**src/rtl/tsb_pkg.sv**
```systemverilog
package tsb_pkg;
  localparam int NUM_SLOTS = 8;
  localparam int SLOT_W    = $clog2(NUM_SLOTS);
  localparam int NUM_OWN   = 4;

  typedef enum logic [1:0] {
    XF_NONE   = 2'd0,
    XF_INSTR  = 2'd1,
    XF_DATA   = 2'd2,
    XF_EITHER = 2'd3
  } xfer_e;

  typedef enum logic [2:0] {
    OWN_PROC = 3'd0,
    OWN_CU1  = 3'd1,
    OWN_CU2  = 3'd2,
    OWN_DMA  = 3'd3,
    OWN_NONE = 3'd4
  } owner_e;

  typedef struct packed {
    owner_e who;
    xfer_e  kind;
  } slot_ent_t;
endpackage

```
**src/rtl/tsb_slot_ctr.sv**
```systemverilog
module tsb_slot_ctr #(
  parameter int NSLOT = 8,
  localparam int SW   = $clog2(NSLOT)
) (
  input  logic          clk_i,
  input  logic          rst_ni,
  input  logic          step_i,
  output logic [SW-1:0] slot_o,
  output logic          wrap_o
);
  localparam logic [SW-1:0] LAST = SW'(NSLOT - 1);

  logic at_last;
  assign at_last = (slot_o == LAST);

  always_ff @(posedge clk_i or negedge rst_ni) begin
    if (!rst_ni) begin
      slot_o <= '0;
      wrap_o <= 1'b0;
    end else begin
      wrap_o <= step_i && at_last;
      if (step_i) slot_o <= at_last ? '0 : slot_o + 1'b1;
    end
  end
endmodule

```
**src/rtl/tsb_slot_map.sv**
```systemverilog
module tsb_slot_map
  import tsb_pkg::*;
(
  input  logic [SLOT_W-1:0] slot_i,
  output slot_ent_t         ent_o
);
  // Fixed, irregular ownership table
  always_comb begin
    unique case (slot_i)
      3'd0:    ent_o = '{who: OWN_PROC, kind: XF_EITHER};
      3'd1:    ent_o = '{who: OWN_CU1,  kind: XF_INSTR};
      3'd2:    ent_o = '{who: OWN_CU2,  kind: XF_DATA};
      3'd3:    ent_o = '{who: OWN_DMA,  kind: XF_DATA};
      3'd4:    ent_o = '{who: OWN_NONE, kind: XF_NONE};
      3'd5:    ent_o = '{who: OWN_CU2,  kind: XF_INSTR};
      3'd6:    ent_o = '{who: OWN_CU1,  kind: XF_DATA};
      default: ent_o = '{who: OWN_DMA,  kind: XF_DATA};
    endcase
  end
endmodule

```
**src/rtl/tsb_grant.sv**
```systemverilog
module tsb_grant
  import tsb_pkg::*;
(
  input  logic               en_i,
  input  slot_ent_t          ent_i,
  input  logic               proc_req_i,
  input  logic [1:0]         cu_ireq_i,
  input  logic [1:0]         cu_dreq_i,
  input  logic               dma_req_i,
  output logic [NUM_OWN-1:0] owner_o,
  output logic [1:0]         xfer_o,
  output logic               idle_o
);
  logic pend;

  always_comb begin
    unique case (ent_i.who)
      OWN_PROC: pend = proc_req_i;
      OWN_CU1:  pend = (ent_i.kind == XF_INSTR) ? cu_ireq_i[0] : cu_dreq_i[0];
      OWN_CU2:  pend = (ent_i.kind == XF_INSTR) ? cu_ireq_i[1] : cu_dreq_i[1];
      OWN_DMA:  pend = dma_req_i;
      default:  pend = 1'b0;
    endcase
  end

  for (genvar g = 0; g < NUM_OWN; g++) begin : g_own
    assign owner_o[g] = en_i && pend && (ent_i.who == owner_e'(g));
  end

  assign xfer_o = (en_i && pend) ? ent_i.kind : XF_NONE;
  assign idle_o = en_i && !pend;
endmodule

```
**src/rtl/tsb_seq.sv**
```systemverilog
module tsb_seq
  import tsb_pkg::*;
(
  input  logic               clk_i,
  input  logic               rst_ni,
  input  logic               en_i,
  input  logic               tick_i,
  input  logic               proc_req_i,
  input  logic [1:0]         cu_ireq_i,
  input  logic [1:0]         cu_dreq_i,
  input  logic               dma_req_i,
  output logic [SLOT_W-1:0]  slot_o,
  output logic [NUM_OWN-1:0] owner_o,
  output logic [1:0]         xfer_o,
  output logic               idle_o,
  output logic               major_o
);
  slot_ent_t ent;

  tsb_slot_ctr #(.NSLOT(NUM_SLOTS)) u_ctr (
    .clk_i  (clk_i),
    .rst_ni (rst_ni),
    .step_i (en_i && tick_i),
    .slot_o (slot_o),
    .wrap_o (major_o)
  );

  tsb_slot_map u_map (
    .slot_i (slot_o),
    .ent_o  (ent)
  );

  tsb_grant u_grant (
    .en_i       (en_i),
    .ent_i      (ent),
    .proc_req_i (proc_req_i),
    .cu_ireq_i  (cu_ireq_i),
    .cu_dreq_i  (cu_dreq_i),
    .dma_req_i  (dma_req_i),
    .owner_o    (owner_o),
    .xfer_o     (xfer_o),
    .idle_o     (idle_o)
  );
endmodule

```
**config.mk**
```make
export PLATFORM = sky130hd
export DESIGN_NAME = tsb_seq
export DESIGN_NICKNAME = d
export VERILOG_FILES = /design/src/rtl/tsb_pkg.sv /design/src/rtl/tsb_slot_ctr.sv /design/src/rtl/tsb_slot_map.sv /design/src/rtl/tsb_grant.sv /design/src/rtl/tsb_seq.sv
export SDC_FILE = /design/constraint.sdc
export NUM_CORES = 1
export LEC_CHECK = 0
export ABC_CLOCK_PERIOD_IN_PS = 2450
export BUFFER_PORTS_ARGS = -buffer_cell sky130_fd_sc_hd__buf_2
export CORE_AREA = 2 2 39 41
export CTS_CLUSTER_DIAMETER = 60
export CTS_CLUSTER_SIZE = 25
export DETAILED_ROUTE_END_ITERATION = 8
export DIE_AREA = 0 0 41 43
export GPL_TIMING_DRIVEN = 0
export PLACE_DENSITY = 0.63
export SLEW_MARGIN = 25
export SYNTH_ARGS = -nofsm -noshare
export SYNTH_HDL_FRONTEND = slang
export SYNTH_HIERARCHICAL = 1
export SYNTH_SLANG_ARGS = --single-unit
```
**constraint.sdc**
```tcl
create_clock -name clk_i -period 2.45 [get_ports clk_i]
set_input_delay 0.1225 -clock clk_i [delete_from_list [all_inputs] [get_ports clk_i]]
set_output_delay 0.1225 -clock clk_i [all_outputs]
set_load 0.005 [all_outputs]
```
==> flow_summary.yaml, run 1 <==
critical_path:
  arrival_ps: 2130
  r2r_cells: 3
  crit_type: "reg2out"
  reg2reg_slack_ps: 1160
  r2r-start: "u_ctr/slot_o[1]$_DFFE_PN0P_"
  start_kind: "flop"
  path_max_fanout: 9
  r2r-end: "u_ctr/slot_o[2]$_DFFE_PN0P_"
  required_ps: 2330
  end_kind: "output pin"
placed_design:
  portBuffers: 20
  post-dp-hpwl_um: 669
  place_congestion: 0.686
  dpl_cell_area_um2: 505
cells_and_area:
  drive_gt1_frac: 0.531
  multiInputGateArea_um2: 284
  fin_area_um2: 542
  final_cell_mix: "20 x buf_2, 4 x nor2_1, 4 x nand2_1"
  diodes: 0
  ff_latch_area_um2: 101
  final_nets: 78
  area_growth_pct: 40.6
  fill_cells: 145
  final_common_cell: "buf_2"
yosys:
  ys_seq_area_frac: 0.260
  synth.net_count: 52
  synth_warnings: 6
  avgSynthCellArea_um2: 9.63
  synth.distinct_cells: 23
  synth_cells: 40
  syn-cell-area_um2: 385
  ys_ff_latch: 4
timing:
  finalCritPeriodShare: 0.920
  hold_viol: 0
  max_slew_margin: 0.709
  rsz0062_at_grt: "no"
  tightestPinTransition_ps: 434
  clock_skew_ps: 3.66
  fmax_mhz: 444
  setup_tns_ps: 0
  setup_viol: 0
  period_minus_slack_ps: 2250
  drv_slew: 0
clock_network:
  tritoncts: "built"
  cts.sinks: 4
  cts_buffer_depth: 2
  clk_pin_slew_ps: 40
  cts-root-buf: "clkbuf_4"
  cts_buffers: 3
  clk_latency_ps: 240
  h-tree-depth: 1
drt:
  drc: 0
  vias: 378
  drt_pass1_iterations: 4
  wl_per_cell_um: 10.3
  finalWirelength_um: 826
  drtIter0Drc: 2
  vias_per_cell: 4.73
  postRouteAntennaNets: 0
global_routing:
  antenna_found_initial: 0
  grt_max_degree: 10
  grt_pass1_wl_um: 1360
  grt_pass1_vias: 349
  grt_usage: 0.114
  overflow: 0
floorplan:
  rows: 14
  dieArea_um2: 1760
  die_h_um: 43
  core_um2: 1380
  start_util: 0.278
  io_pins: 21
  die_width_um: 41
hold_path:
  hold_class: "in2async"
power_and_ir_drop:
  power_w: 0.000596
  powerDensity_nw_per_um2: 1100
  leakagePower_nw: 0.280
  ir_worst_vdd_v: 0.000440
flow_run:
  max-cap-violations: 0
outcome:
  status: "complete, no violations"
-- area by class of cell --
type                            count  area share
Tap cell                           16      0.0370
Clock buffer                        3      0.0416
Sequential cell                     4       0.187
Inverter                            1     0.00693
Multi-Input combinational cell     35       0.524
Timing Repair Buffer               21       0.203
-- timing repair --
action,4_1_cts,5_1_grt
setup buffers,0,0
gates resized for setup,0,3
endpoints found under the setup margin,0,5
hold buffers,1,0
endpoints found under the hold margin,4,0
-- flip-flops by register name (all words and copies together) (netlist names) --
register      flops
u_ctr/slot_o      3
u_ctr/wrap_o      1
-- critical path, cell delays in order (launching register included) --
cell and delay [ps]:
dfrtp_1 490, mux2_4 350, or3b_1 400, a21oi_2 190, a221oi_4 70, nor4bb_2 250
buf_2 150
-- where the power goes --
group	internal (W)	switching (W)	total, W
sequential	0.0000889	0.0000450	0.000134
combinational	0.000198	0.000179	0.000378
clock	0.0000549	0.0000292	0.0000842
total	0.000342	0.000254	0.000596
-- cells by family after synthesis --
logic type / synth area share
muxes: 0.192
AOI/OAI and AO/OA: 0.136
adders and majority gates: 0.0649
DFF: 0.260
and+or+nand+nor: 0.338
buffers and inverters: 0.00973
-- routing by layer --
metal	GRT usage	part of all wire	vias to the layer above
met5	0	0	-
met4	0.0600	0.012	0
met3	0.0471	0.093	2
met2	0.175	0.46	18
met1	0.127	0.43	167
li1	-	-	191
-- how the worst max path moves through the flow --
stage | slack [ps] | end | startpoint
2_1_floorplan | 620 | idle_o | u_ctr/slot_o[0]$_DFFE_PN0P_
3_3_place_gp | 410 | idle_o | u_ctr/slot_o[0]$_DFFE_PN0P_
3_5_place_dp | 370 | idle_o | u_ctr/slot_o[0]$_DFFE_PN0P_
4_1_cts | 100 | idle_o | u_ctr/slot_o[0]$_DFFE_PN0P_
5_1_grt | 30 | owner_o[0] | u_ctr/slot_o[2]$_DFFE_PN0P_
6_report | 200 | owner_o[0] | u_ctr/slot_o[2]$_DFFE_PN0P_
-- per-stage QoR --
stage | hold WS, ps | worst slack (ps) | instances | utilization
6_report | 217 | 196 | 80 | 0.392
5_1_grt | 218 | 27.3 | 80 | 0.392
4_1_cts | 215 | 102 | 80 | 0.389
3_5_place_dp | -67.2 | 367 | 76 | 0.365
3_3_place_gp | -68.2 | 414 | 76 | 0.365
2_1_floorplan | -173 | 615 | 40 | -
-- Yosys cell counts --
master,number,area share
nor3b_1,1,0.019
and2_2,1,0.019
a21oi_2,1,0.023
nor2_1,4,0.039
and3_1,2,0.032
or3b_1,1,0.023
o21ai_0,1,0.013
inv_1,1,0.0097
nand2_1,4,0.039
mux2_2,3,0.088
nor4bb_2,1,0.042
ha_1,2,0.065
a221oi_4,1,0.068
nand2b_1,2,0.032
dfrtp_1,4,0.26
nor3_1,1,0.013
o21bai_1,1,0.019
nand3_1,1,0.013
and2_1,3,0.049
a21oi_1,1,0.013
nor2b_1,1,0.016
mux2i_1,1,0.026
mux2_4,2,0.078
Power figures use the tool's default switching activity.
==> run 2: changes to the inputs <==
--- a/config.mk
+++ b/config.mk
@@ -7,13 +7,15 @@
 export LEC_CHECK = 0
 export ABC_CLOCK_PERIOD_IN_PS = 2450
 export BUFFER_PORTS_ARGS = -buffer_cell sky130_fd_sc_hd__buf_2
-export CORE_AREA = 2 2 39 41
+export CELL_PAD_IN_SITES_DETAIL_PLACEMENT = 0
+export CELL_PAD_IN_SITES_GLOBAL_PLACEMENT = 1
+export CORE_MARGIN = 2
+export CORE_UTILIZATION = 29
 export CTS_CLUSTER_DIAMETER = 60
 export CTS_CLUSTER_SIZE = 25
 export DETAILED_ROUTE_END_ITERATION = 8
-export DIE_AREA = 0 0 41 43
 export GPL_TIMING_DRIVEN = 0
-export PLACE_DENSITY = 0.63
+export PLACE_DENSITY = 0.81
 export SLEW_MARGIN = 25
 export SYNTH_ARGS = -nofsm -noshare
 export SYNTH_HDL_FRONTEND = slang
==> flow_summary.yaml, run 2 (synthesis results as in run 1) <==
cells_and_area:
  final_nets: 78
  final_cell_mix: "20 x buf_2, 4 x dfrtp_1, 4 x nor2_1, 4 x nand2_1"
  fin_util: 0.425
  reg_top3: "u_ctr/slot_o x3, u_ctr/wrap_o x1"
  fill_cells: 143
  drive_gt1_frac: 0.516
  final_common_cell: "buf_2"
  max_flop_register: "u_ctr/slot_o"
  diodes: 0
  area_growth_pct: 39.9
  largest_reg_flops: 3
timing:
  max_slew_margin: 0.711
  period_minus_slack_ps: 2270
  fmax_mhz: 440
  rsz0062_at_grt: "no"
  clock_skew_ps: 1.69
  drv_slew: 0
  setup_viol: 0
  finalCritPeriodShare: 0.927
  hold_viol: 0
  finalWorstSetupSlack_ps: 180
  finalHoldWorstSlack_ps: 210
  setup_tns_ps: 0
  tightestPinTransition_ps: 430
clock_network:
  clk_pin_slew_ps: 40
  cts_buffer_depth: 2
  cts-root-buf: "clkbuf_4"
  h-tree-depth: 1
  clk_latency_ps: 230
  post_cts_buffers: 0
  tritoncts: "built"
  cts.sinks: 4
  cts_buffers: 3
drt:
  finalWirelength_um: 795
  postRouteAntennaNets: 0
  drc: 0
  vias: 378
  drtIter0Drc: 1
  drt_pass1_iterations: 4
  wl_per_cell_um: 10.1
  vias_per_cell: 4.78
global_routing:
  grt_pass1_vias: 306
  grt_usage: 0.122
  grt_pass1_wl_um: 1250
  grt_max_degree: 10
  overflow: 0
  antenna_found_initial: 0
placed_design:
  post-place-ws_ps: 376
  portBuffers: 20
  post-dp-hpwl_um: 664
  place_congestion: 0.633
critical_path:
  worstPathCellList: "inv_1 -> a21oi_1 -> nor2b_2 -> mux2_2 -> a221oi_4 -> and2_1 -> buf_2"
  cp_slowest_cell: "dfrtp_1"
  start_kind: "flop"
  slowest_delay_ps: 460
  end_kind: "output pin"
  required_ps: 2330
  arrival_ps: 2150
  path_max_fanout: 7
  crit_type: "reg2out"
floorplan:
  dieArea_um2: 1640
  rows: 13
  start_util: 0.304
  die_h_um: 40.5
  core_um2: 1270
  io_pins: 21
  die_width_um: 40.5
power_and_ir_drop:
  ir_worst_vdd_v: 0.000451
  leakagePower_nw: 0.281
  powerDensity_nw_per_um2: 1100
flow_run:
  max-cap-violations: 0
hold_path:
  hold_class: "in2async"
outcome:
  status: "complete, no violations"
-- run 2: timing repair --
action / in CTS / in global routing
hold buffers: 1 / 0
setup endpoints to repair: 0 / 5
endpoints found under the hold margin: 4 / 0
resized for setup: 0 / 2
-- run 2: worst max-delay path: cells and delay by family, from the launching register on --
kind	cells	cell delay [ps]
AOI/OAI and AO/OA	2	490
buffers and inverters	2	190
DFF	1	460
muxes	1	390
and+or+nand+nor	2	390
-- run 2: metrics by stage --
stage | instances | power [W] | cell area (µm²)
finish | 79 | 0.000593 | 539
global placement | 75 | 0.000498 | 504
CTS | 79 | 0.000597 | 537
global route | 79 | 0.000655 | 539
floorplan | 40 | 0.000403 | 385
detailed placement | 75 | 0.000507 | 504
-- run 2: metal layers --
layer  wire length [µm]  GRT usage  share of wire
met4                 21      0.125          0.026
met1                344      0.115           0.43
met3                 76     0.0333          0.096
met5                  0          0              0
met2                353      0.202           0.44
-- run 2: where the power goes --
group	switching, W	internal (W)
logic	0.000181	0.000199
registers	0.0000424	0.0000883
clock network	0.0000271	0.0000548
-- run 2: area by class of cell --
cell class / count / area, µm² / share of cell area
clock buffers: 3 / 22.5 / 0.0418
inverters: 1 / 3.75 / 0.00696
multi-input cells: 35 / 284 / 0.527
flip-flops and latches: 4 / 100 / 0.186
well taps: 15 / 18.8 / 0.0348
repair buffers: 21 / 110 / 0.204
-- run 2: final timing paths --
kind / start / end / slack [ps] / cells past startpoint
worst min-delay path: rst_ni / u_ctr/slot_o[2]$_DFFE_PN0P_ / 210 / 2
worst max register to register: u_ctr/slot_o[0]$_DFFE_PN0P_ / u_ctr/slot_o[2]$_DFFE_PN0P_ / 1140 / 3
min in group clk_i: tick_i / u_ctr/slot_o[0]$_DFFE_PN0P_ / 300 / 3
worst max-delay path: u_ctr/slot_o[0]$_DFFE_PN0P_ / idle_o / 180 / 7
worst min register to register: u_ctr/slot_o[0]$_DFFE_PN0P_ / u_ctr/slot_o[0]$_DFFE_PN0P_ / 620 / 1
max in group asynchronous: rst_ni / u_ctr/slot_o[0]$_DFFE_PN0P_ / 2120 / 2
==> run 3: changes to the inputs <==
--- a/config.mk
+++ b/config.mk
@@ -15,7 +15,7 @@
 export CTS_CLUSTER_SIZE = 25
 export DETAILED_ROUTE_END_ITERATION = 8
 export GPL_TIMING_DRIVEN = 0
-export PLACE_DENSITY = 0.81
+export PLACE_DENSITY = 0.79
 export SLEW_MARGIN = 25
 export SYNTH_ARGS = -nofsm -noshare
 export SYNTH_HDL_FRONTEND = slang
==> constraint.sdc (replaced) <==
create_clock -name clk_i -period 2.45 [get_ports clk_i]
set_input_delay 0.49 -clock clk_i [delete_from_list [all_inputs] [get_ports clk_i]]
set_output_delay 0.49 -clock clk_i [all_outputs]
set_load 0.005 [all_outputs]
==> flow_summary.yaml, run 3 (synthesis results as in run 1) <==
timing:
  setup_tns_ps: -111
  max_slew_margin: 0.790
  clock_skew_ps: 10.3
  drv_slew: 0
  finalCritPeriodShare: 1.03
  finalWorstSetupSlack_ps: -71.4
  tightestPinTransition_ps: 314
  hold_viol: 0
  setup_viol: 2
  period_minus_slack_ps: 2520
  rsz0062_at_grt: "yes"
  fmax_mhz: 397
drt:
  drtIter0Drc: 5
  drt_pass1_iterations: 3
  vias: 425
  finalWirelength_um: 992
  vias_per_cell: 4.78
  wl_per_cell_um: 11.1
  drc: 0
  postRouteAntennaNets: 0
floorplan:
  die_h_um: 40.5
  dieArea_um2: 1640
  start_util: 0.304
  rows: 13
  core_um2: 1270
  io_pins: 21
  die_width_um: 40.5
critical_path:
  crit_type: "reg2out"
  end_kind: "output pin"
  critical_path_buf_inv_count: 1
  cp.depth: 6
  r2r_cells: 5
  worstPathCellList: "mux2_4 -> or3b_1 -> a21oi_2 -> a221oi_4 -> nor4bb_2 -> buf_2"
  required_ps: 1960
  arrival_ps: 2030
  crit_family: "simple AND/OR/NAND/NOR gates"
  reg2reg_slack_ps: 890
  cp_slowest_cell: "dfrtp_2"
  slowest_delay_ps: 440
  start_kind: "flop"
  path_max_fanout: 7
global_routing:
  antenna_found_initial: 0
  grt_pass1_vias: 385
  grt_pass1_wl_um: 1520
  grt_max_degree: 9
  overflow: 0
  grt_usage: 0.143
clock_network:
  cts_buffer_depth: 2
  clk_pin_slew_ps: 40
  cts_buffers: 3
  cts.sinks: 4
  cts_hold_buf: 0
  tritoncts: "built"
  cts-root-buf: "clkbuf_4"
  clk_latency_ps: 240
  h-tree-depth: 1
placed_design:
  portBuffers: 20
  post-dp-hpwl_um: 682
  dp_cells: 75
  place_congestion: 0.639
  post-place-ws_ps: -30.9
  dpl_cell_area_um2: 504
cells_and_area:
  max_flop_register: "u_ctr/slot_o"
  fill_cells: 126
  reg_top3: "u_ctr/slot_o x3, u_ctr/wrap_o x1"
  ff_latch_area_um2: 104
  fin_cells: 89
  diodes: 0
  largest_reg_flops: 3
  fin_area_um2: 648
  drive_gt1_frac: 0.689
  final_nets: 88
  area_growth_pct: 68.2
  final_common_cell: "buf_2"
  final_cell_mix: "20 x buf_2, 11 x buf_4, 4 x nor2_1, 4 x nand2_1"
  multiInputGateArea_um2: 317
outcome:
  violations: "negative setup slack"
  status: "finished, violations left"
power_and_ir_drop:
  ir_worst_vdd_v: 0.000470
  leakagePower_nw: 0.339
  power_w: 0.000774
  powerDensity_nw_per_um2: 1190
hold_path:
  hold_class: "in2async"
flow_run:
  max-cap-violations: 0
==> run 3: changes by cell type in the layout (fill, tap and decap cells not counted), sizes merged <==
cell	change
dlygate4sd3	-1
buf	+11
==> run 3: worst paths after layout <==
check                                            startpoint                     endpoint
worst min register to register  u_ctr/slot_o[1]$_DFFE_PN0P_  u_ctr/slot_o[1]$_DFFE_PN0P_
max in group asynchronous                            rst_ni  u_ctr/slot_o[1]$_DFFE_PN0P_
min in group clk_i                                   tick_i  u_ctr/slot_o[0]$_DFFE_PN0P_
worst max register to register  u_ctr/slot_o[0]$_DFFE_PN0P_  u_ctr/slot_o[2]$_DFFE_PN0P_
worst min-delay path                                 rst_ni       u_ctr/wrap_o$_DFF_PN0_
worst max-delay path            u_ctr/slot_o[2]$_DFFE_PN0P_                   owner_o[0]
==> run 3: power by group <==
part           leakage [nW]  total [W]  switching [W]  internal, W
Sequential           0.0462   0.000131      0.0000382    0.0000926
Combinational         0.279   0.000559       0.000237     0.000322
Clock                0.0138  0.0000836      0.0000287    0.0000549
Total                 0.339   0.000774       0.000304     0.000470
==> run 3: per-stage QoR <==
step            util  hold WS (ps)
5_1_grt        0.511          38.8
4_1_cts        0.501          37.6
3_5_place_dp   0.397           296
3_3_place_gp   0.397           294
6_report       0.511          42.8
2_1_floorplan      -           194
==> run 3: final cells by class <==
cell class / instances / area share
Inverter: 1 / 0.00579
Tap cell: 15 / 0.0290
Sequential cell: 4 / 0.160
Clock buffer: 3 / 0.0347
Multi-Input combinational cell: 35 / 0.488
Timing Repair Buffer: 31 / 0.282
==> run 3: worst register-to-register path, stage by stage, from the launching register on <==
cell	delay (ps)
dfrtp_2	410
buf_4	150
buf_4	140
ha_1	190
ha_1	260
mux2_2	270
==> run 3: timing repair <==
item,in CTS,in global routing
gates resized for setup,11,1
buffers inserted,10,1
pin swaps,6,1
hold endpoints to repair,0,0
setup endpoints to repair,5,5
gates cloned,0,0
==> run 3: per-layer routing <==
layer,part of all wire,global-route usage,wire length (µm),vias to the layer above
met2,0.54,0.290,531,18
met5,0,0,0,-
li1,-,-,-,212
met4,0,0.0250,0,0
met3,0.097,0.0500,96,0
met1,0.37,0.135,365,195
